==> src/rtl/irc_pkg.sv <==
package irc_pkg;
   typedef enum logic [3:0] {
      RG_NONE, RG_ID, RG_MASK, RG_FWD, RG_EDGE, RG_CLR, RG_ZERO, RG_ROUTE, RG_VEC
   } region_e;
endpackage

==> src/rtl/irc_bus_dec.sv <==
module irc_bus_dec
   import irc_pkg::*;
#(
   parameter int ADDR_W = 12,
   parameter int SRC_W  = 6
) (
   input  logic [ADDR_W-1:0] addr,
   input  logic [1:0]        size,
   input  logic              write,
   output region_e           region,
   output logic              half,
   output logic [SRC_W-1:0]  idx,
   output logic              err
);
   logic       misalign;
   logic       hi_zero;
   logic [6:0] word;

   always_comb begin
      misalign = (size == 2'd3) || (size == 2'd1 && addr[0]) ||
                 (size == 2'd2 && addr[1:0] != 2'b00);
      hi_zero  = (addr[ADDR_W-1:10] == '0);
      word     = addr[9:3];
      half     = addr[2];
      idx      = addr[SRC_W-1:0];
      region   = RG_NONE;
      if (addr[9:6] == 4'b0100)      region = RG_ROUTE;
      else if (addr[9:6] == 4'b1000) region = RG_VEC;
      else if (addr[9:8] == 2'b00) begin
         case (word)
            7'd0:               region = write ? RG_NONE : RG_ID;
            7'd4:               region = RG_MASK;
            7'd8:               region = RG_FWD;
            7'd12:              region = RG_EDGE;
            7'd16:              region = write ? RG_CLR : RG_NONE;
            7'd20, 7'd24, 7'd28: region = RG_ZERO;
            default:            region = RG_NONE;
         endcase
      end
      err = misalign || !hi_zero || (region == RG_NONE);
   end
endmodule

==> src/rtl/irc_first_set.sv <==
module irc_first_set #(
   parameter int N = 64,
   parameter int W = 6
) (
   input  logic [N-1:0] vec,
   output logic [W-1:0] idx,
   output logic         any
);
   always_comb begin
      idx = '0;
      any = |vec;
      for (int i = N - 1; i >= 0; i--) begin
         if (vec[i]) idx = W'(i);
      end
   end
endmodule

==> src/rtl/irc_vec_table.sv <==
module irc_vec_table #(
   parameter int N  = 64,
   parameter int VW = 8,
   parameter int W  = 6
) (
   input  logic          clk,
   input  logic          rst_n,
   input  logic          we,
   input  logic [W-1:0]  waddr,
   input  logic [VW-1:0] wdata,
   input  logic [W-1:0]  ra,
   output logic [VW-1:0] rd_a,
   input  logic [W-1:0]  rb,
   output logic [VW-1:0] rd_b
);
   logic [N-1:0][VW-1:0] ent;

   for (genvar g = 0; g < N; g++) begin : g_ent
      always_ff @(posedge clk) begin
         if (!rst_n)                        ent[g] <= '0;
         else if (we && waddr == W'(g))     ent[g] <= wdata;
      end
   end

   assign rd_a = ent[ra];
   assign rd_b = ent[rb];
endmodule

==> src/rtl/irq_route_ctrl.sv <==
module irq_route_ctrl
   import irc_pkg::*;
#(
   parameter int          NSRC   = 64,
   parameter int          DATA_W = 32,
   parameter int          VEC_W  = 8,
   parameter int          ADDR_W = 12,
   parameter logic [15:0] ID_VER = 16'h0001,
   parameter logic [15:0] ID_CNT = 16'd31,
   parameter logic [31:0] ID_VAL = 32'h0000_0007
) (
   input  logic              clk,
   input  logic              rst_n,
   input  logic [NSRC-1:0]   src_i,
   input  logic              req_valid,
   output logic              req_ready,
   input  logic              req_write,
   input  logic [ADDR_W-1:0] req_addr,
   input  logic [1:0]        req_size,
   input  logic [DATA_W-1:0] req_wdata,
   output logic              rsp_valid,
   output logic              rsp_err,
   output logic [DATA_W-1:0] rsp_rdata,
   output logic              evt_valid,
   input  logic              evt_ready,
   output logic [VEC_W-1:0]  evt_vector,
   output logic              evt_level
);
   localparam int SRC_W = $clog2(NSRC);

   if (DATA_W != 32)        begin : g_bad_dw  $error("DATA_W must be 32"); end
   if (NSRC != 2 * DATA_W)  begin : g_bad_ns  $error("NSRC must be two data words"); end
   if (VEC_W > DATA_W)      begin : g_bad_vw  $error("VEC_W wider than data"); end
   if (ADDR_W <= 10)        begin : g_bad_aw  $error("ADDR_W must exceed 10"); end

   function automatic logic [DATA_W-1:0] pick(input logic [NSRC-1:0] v, input logic h);
      return h ? v[NSRC-1:DATA_W] : v[DATA_W-1:0];
   endfunction
   function automatic logic [NSRC-1:0] place(input logic [DATA_W-1:0] w, input logic h);
      return h ? {w, {DATA_W{1'b0}}} : {{DATA_W{1'b0}}, w};
   endfunction

   logic [NSRC-1:0] src_q, irr_q, isr_q, mask_q, edge_q, fwd_q;
   logic [NSRC-1:0] batch_q, next_q;
   logic            lvl_q;

   region_e          dec_region;
   logic             dec_half, dec_err;
   logic [SRC_W-1:0] dec_idx;

   irc_bus_dec #(.ADDR_W(ADDR_W), .SRC_W(SRC_W)) u_dec (
      .addr(req_addr), .size(req_size), .write(req_write),
      .region(dec_region), .half(dec_half), .idx(dec_idx), .err(dec_err)
   );

   logic             busy, batch_req, acc, wr_ok, mask_wr, clr_wr, sample_en;
   assign busy      = (|batch_q) || (|next_q);
   assign batch_req = req_write && !dec_err &&
                      (dec_region == RG_MASK || dec_region == RG_CLR);
   assign req_ready = !(busy && batch_req);
   assign acc       = req_valid && req_ready;
   assign wr_ok     = acc && req_write && !dec_err;
   assign mask_wr   = wr_ok && dec_region == RG_MASK;
   assign clr_wr    = wr_ok && dec_region == RG_CLR;
   assign sample_en = !busy && !mask_wr && !clr_wr;

   // engine: lowest pending source of the current batch
   logic [SRC_W-1:0] cur_idx;
   logic             cur_any, step, hit;
   logic [VEC_W-1:0] tab_bus, tab_eng;

   irc_first_set #(.N(NSRC), .W(SRC_W)) u_first (
      .vec(batch_q), .idx(cur_idx), .any(cur_any)
   );

   irc_vec_table #(.N(NSRC), .VW(VEC_W), .W(SRC_W)) u_tab (
      .clk(clk), .rst_n(rst_n),
      .we(wr_ok && dec_region == RG_VEC), .waddr(dec_idx), .wdata(req_wdata[VEC_W-1:0]),
      .ra(dec_idx), .rd_a(tab_bus), .rb(cur_idx), .rd_b(tab_eng)
   );

   assign step = cur_any && (!evt_valid || evt_ready);
   assign hit  = lvl_q ? (irr_q[cur_idx] && !mask_q[cur_idx])
                       : (isr_q[cur_idx] && !irr_q[cur_idx]);

   // batch load: first part is raise checks, second part lower checks
   logic [NSRC-1:0] ld_first, ld_second, irr_upd, mask_upd, rise, lows;
   logic            do_load;

   always_comb begin
      rise      = src_i & ~src_q;
      lows      = ~src_i & src_q & ~edge_q;
      ld_first  = '0;
      ld_second = '0;
      do_load   = 1'b0;
      irr_upd   = irr_q;
      mask_upd  = mask_q;
      if (mask_wr) begin
         mask_upd  = (mask_q & ~place({DATA_W{1'b1}}, dec_half)) | place(req_wdata, dec_half);
         ld_first  = mask_q & ~mask_upd;
         ld_second = ~mask_q & mask_upd;
         do_load   = 1'b1;
      end else if (clr_wr) begin
         ld_second = irr_q & edge_q & place(req_wdata, dec_half);
         irr_upd   = irr_q & ~ld_second;
         do_load   = 1'b1;
      end else if (sample_en) begin
         ld_first  = rise;
         ld_second = lows;
         irr_upd   = (irr_q | rise) & ~lows;
         do_load   = |(rise | lows);
      end
   end

   logic [DATA_W-1:0] rd_word;
   always_comb begin
      case (dec_region)
         RG_ID:    rd_word = dec_half ? {ID_CNT, ID_VER} : ID_VAL;
         RG_MASK:  rd_word = pick(mask_q, dec_half);
         RG_FWD:   rd_word = pick(fwd_q, dec_half);
         RG_EDGE:  rd_word = pick(edge_q, dec_half);
         RG_ROUTE: rd_word = DATA_W'(1);
         RG_VEC:   rd_word = DATA_W'(tab_bus);
         default:  rd_word = '0;
      endcase
   end

   logic [NSRC-1:0] rest;
   assign rest = batch_q & ~(NSRC'(1) << cur_idx);

   always_ff @(posedge clk) begin
      if (!rst_n) begin
         src_q <= '0;  irr_q <= '0;  isr_q <= '0;  mask_q <= '1;
         edge_q <= '0; fwd_q <= '0;  batch_q <= '0; next_q <= '0; lvl_q <= 1'b0;
         evt_valid <= 1'b0; evt_vector <= '0; evt_level <= 1'b0;
         rsp_valid <= 1'b0; rsp_err <= 1'b0; rsp_rdata <= '0;
      end else begin
         if (sample_en) src_q <= src_i;
         irr_q  <= irr_upd;
         mask_q <= mask_upd;
         if (do_load) begin
            if (|ld_first) begin
               batch_q <= ld_first;  lvl_q <= 1'b1; next_q <= ld_second;
            end else begin
               batch_q <= ld_second; lvl_q <= 1'b0; next_q <= '0;
            end
         end else if (step) begin
            if (rest == '0) begin
               batch_q <= next_q; lvl_q <= 1'b0; next_q <= '0;
            end else begin
               batch_q <= rest;
            end
         end
         if (step && hit) begin
            isr_q[cur_idx] <= lvl_q;
            evt_valid      <= 1'b1;
            evt_vector     <= tab_eng;
            evt_level      <= lvl_q;
         end else if (evt_ready) begin
            evt_valid <= 1'b0;
         end
         if (wr_ok && dec_region == RG_EDGE)
            edge_q <= (edge_q & ~place({DATA_W{1'b1}}, dec_half)) | place(req_wdata, dec_half);
         if (wr_ok && dec_region == RG_FWD)
            fwd_q <= (fwd_q & ~place({DATA_W{1'b1}}, dec_half)) | place(req_wdata, dec_half);
         rsp_valid <= acc;
         rsp_err   <= acc && dec_err;
         rsp_rdata <= (acc && !req_write && !dec_err) ? rd_word : '0;
      end
   end

   // a stalled event is held unchanged
   assert_evt_hold_R6: assert property (@(posedge clk) disable iff (!rst_n)
      evt_valid && !evt_ready |=> evt_valid && $stable(evt_vector) && $stable(evt_level));

   // the walk touches at most one in-service flag per cycle
   assert_isr_single_R6: assert property (@(posedge clk) disable iff (!rst_n)
      $countones(isr_q ^ $past(isr_q)) <= 1);

   // every accepted request is answered next cycle
   assert_rsp_follows_R7: assert property (@(posedge clk) disable iff (!rst_n)
      req_valid && req_ready |=> rsp_valid);

   // an error request leaves the programmable state alone
   assert_err_no_state_R12: assert property (@(posedge clk) disable iff (!rst_n)
      req_valid && req_ready && dec_err |=> $stable(mask_q) && $stable(edge_q) && $stable(fwd_q));

   // an edge-mode request flag is dropped only by a clear write
   assert_edge_hold_R3: assert property (@(posedge clk) disable iff (!rst_n)
      |($past(irr_q & edge_q) & ~irr_q) |-> $past(clr_wr));
endmodule

==> config.mk <==
export PLATFORM = sky130hd
export DESIGN_NAME = irq_route_ctrl
export DESIGN_NICKNAME = d
export VERILOG_FILES = /design/src/rtl/irc_pkg.sv /design/src/rtl/irc_bus_dec.sv /design/src/rtl/irc_first_set.sv /design/src/rtl/irc_vec_table.sv /design/src/rtl/irq_route_ctrl.sv
export SDC_FILE = /design/constraint.sdc
export NUM_CORES = 2
export LEC_CHECK = 0
export BUFFER_PORTS_ARGS = -buffer_cell sky130_fd_sc_hd__buf_2
export CAP_MARGIN = 40
export CELL_PAD_IN_SITES_DETAIL_PLACEMENT = 0
export CELL_PAD_IN_SITES_GLOBAL_PLACEMENT = 1
export CORE_MARGIN = 2
export CORE_UTILIZATION = 53
export DETAILED_ROUTE_END_ITERATION = 10
export PLACE_DENSITY = 0.94
export SKIP_CTS_REPAIR_TIMING = 1
export SLEW_MARGIN = 15
export SYNTH_ARGS = -nofsm -noshare
export SYNTH_HDL_FRONTEND = slang
export SYNTH_HIERARCHICAL = 1
export SYNTH_SLANG_ARGS = --single-unit
export TNS_END_PERCENT = 1
==> constraint.sdc <==
create_clock -name clk -period 11.9 [get_ports clk]
set_input_delay 1.785 -clock clk [delete_from_list [all_inputs] [get_ports clk]]
set_output_delay 1.785 -clock clk [all_outputs]
set_load 0.01 [all_outputs]
==> results by group <==
Floorplanning
  – Initial cell density of the core: 0.5340
  – Row count: 123
  – Vert. Die Dim: 340.7 um
  – DIE WIDTH: 340.7 um
  – CORE AREA: 112500 um^2
  – Ports: 160
  – Total Die Area: 116100 um^2

Hold path
  – Worst Hold Class: reg2reg

Critical path
  – Worst path arrival time: 5.67 ns
  – Critical path start-end classification: in2out
  – CP max FO: 42
  – Worst Setup SP: req_addr[3]
  – Type of origin of the critical path: primary input
  – Data required time of the critical path: 10.12 ns
  – Crit. End Element: output port
  – Worst r2r src: batch_q[5]

Drt
  – Via/cell ratio: 7.072
  – DRC Markers: 7
  – Post-DRT Antenna Nets: 0
  – WL per Instance: 30.60 um
  – Pre-Repair DR Iteration Count: 11
  – Via count: 58.51k
  – Final WL: 253100 um
  – DR iter-0 viols: 9587

Placement
  – Post-place setup slack: 4.491 ns
  – GP Congestion: 1.091
  – IO buf count: 159
  – Post-DP HPWL: 166900 um

Power and ir drop
  – Psw: 12.01 mW
  – Logic gate share of total power: 0.643
  – PwrDens: 343.2 nW/um^2
  – VDD IR max: 1.220 mV
  – Seq pwr share: 0.185
  – Sw frac: 0.5308
  – Leak pwr: 21.73 nW
  – Cell-internal power: 10.62 mW
  – Total power draw: 22.63 mW
  – Clk pwr share: 0.171

STA
  – Sum Neg Setup Slack: 0 ns
  – Endpoints failing setup: 0
  – Final Skew: 0.05264 ns
  – Setup slack after layout: 4.445 ns
  – Relative max-transition margin: 0.2702
  – Maximum clock rate: 134.1 MHz
  – Final Cycle Share: 0.6264
  – Final min period: 7.455 ns
  – Slew Limit Fails: 0
  – WHS: 0.4539 ns
  – RSZ-0062 raised after global routing: no
  – Worst slew pin tran: 1.095 ns
  – Fin. Hold Viols: 0

Clock network
  – # clock sinks: 1069
  – Clk_lat worst skew: 0.78 ns
  – Clock Tree Buf Depth: 3
  – Reg clk slew, reported paths: 0.06 ns
  – CTS tree: done
  – Root buf cell: clkbuf_16
  – CTS Buf Count: 113
  – Htree depth: 3

Logic synthesis
  – Synthesis-stage register bit count: 1069
  – Post-synth cell types: 106
  – Synth warnings: 6
  – Yosys top cell area share: 0.3562
  – EDFF count, synth: 0
  – Mapped Area: 60080 um^2
  – Post-synth top cells: nand2_1 (1182), dfxtp_1 (1069), nand3_1 (568)
  – Synth top area cells: dfxtp_1 (36%), mux4_2 (11%), nand2_1 (7.4%), mux2i_1 (5.3%), nand3_1 (4.7%)
  – Synthesized netlist cell count: 6889
  – Syn_nets: 7004
  – Sequential area share after synthesis: 0.3562
  – Top FF cell, synth: dfxtp_1
  – Most numerous cell in the Yosys netlist: nand2_1
  – Share of flip-flops with an asynchronous set or reset: 0
  – Largest area contributor in the synthesized netlist: dfxtp_1
  – Mean area per synthesized cell: 8.721 um^2

Finish
  – Ratio of cells with drive above 1 in the final layout: 0.1570
  – Final nets: 6782
  – P&R area growth vs syn: 9.745%

Global route
  – Grt ovf: 0
  – Pin count of the biggest net entering global routing: 287
  – M1 GR Usage: 0.5284
  – First-pass GRT wire length: 367800 um
  – Met2 Use GR: 0.6185
  – GR Util met3: 0.1160
  – GRT Max-Usage Layer: met2
  – Initial antenna violation count: 24
  – Vias in the first global route: 54.22k
  – Gr usage total: 0.4199

Job
  – # Max-Cap Violations: 0

Outcome
  – Status: finished with violations
  – Failing checks: DRC
-- worst max-delay path, stage by stage --
cell      delay, ns
buf_2          0.10
buf_4          0.25
nor2_1         0.33
nand2_1        0.17
o22ai_1        0.62
nor4b_2        0.33
buf_4          0.47
nor2_1         0.08
nor3b_1        0.25
a21boi_4       0.21
buf_4          0.38
inv_2          0.37
buf_2          0.28
-- kinds of logic (layout without fill, tap and decap cells) --
kind of cell,after synthesis,in the layout,share of synthesized area
DFF,1069,1069,0.3562
buffers and inverters,717,594,0.05075
AOI/OAI and AO/OA,1490,1490,0.1705
and+or+nand+nor,2918,2918,0.2408
other,0,7,0
muxes,694,694,0.1816
xor gates and xnor gates,1,1,0.0001458
-- area by class of cell --
cell class                      count  area, um^2
Tap cell                         1500        1877
Fill cell                        9746       46570
Inverter                           66       255.2
Clock inverter                     56       783.3
Clock buffer                      158        3267
Timing Repair Buffer              314        2333
Multi-Input combinational cell   5103       36000
Antenna cell                        7       17.52
Sequential cell                  1069       21400
-- power by group through the flow --
| stage | clock (mW) | sequential (mW) | combinational (mW) |
|---|---|---|---|
| after floorplan | 0 | 4.08 | 9.49 |
| after global placement | 0 | 4.24 | 13.5 |
| after detailed placement | 0 | 4.24 | 13.8 |
| after CTS | 3.88 | 4.16 | 13.9 |
| after global routing | 4.01 | 4.20 | 14.8 |
| final | 3.88 | 4.19 | 14.6 |
-- per-stage QoR --
stage               utilization  instance area [um^2]  cells
floorplan                     -                 60080   6889
global placement         0.5446                 61270   8011
detailed placement       0.5482                 61680   8034
CTS                      0.5842                 65730   8248
global route             0.5859                 65910   8266
finish                   0.5861                 65930   8273
-- path summary, 6_finish.rpt --
kind,endpoint,slack [ns],cells past startpoint
worst max-delay path,req_ready,4.45,13
worst min-delay path,flip-flop,0.45,2
worst max register to register,isr_q[40],5.08,14
worst min register to register,flip-flop,0.45,2
-- cells in the final DEF (no fill, tap or decap), drive strengths merged, types with 147 or more instances in the layout --
cell type,synthesis,routed
clkbuf,449,159
nor2,234,234
buf,202,313
nor2b,229,229
nand2,1182,1182
o21ai,167,167
a21oi,411,411
mux2i,319,319
mux4,308,308
nand2b,147,147
a21boi,378,378
dfxtp,1069,1069
nand3,569,569
-- routing by layer --
layer  vias up  part of all wire
li1      24700                 -
met1     28130              0.35
met2      4534              0.42
met3      1111              0.13
met4        28             0.091
met5         -           0.00081
Power figures use the tool's default switching activity.
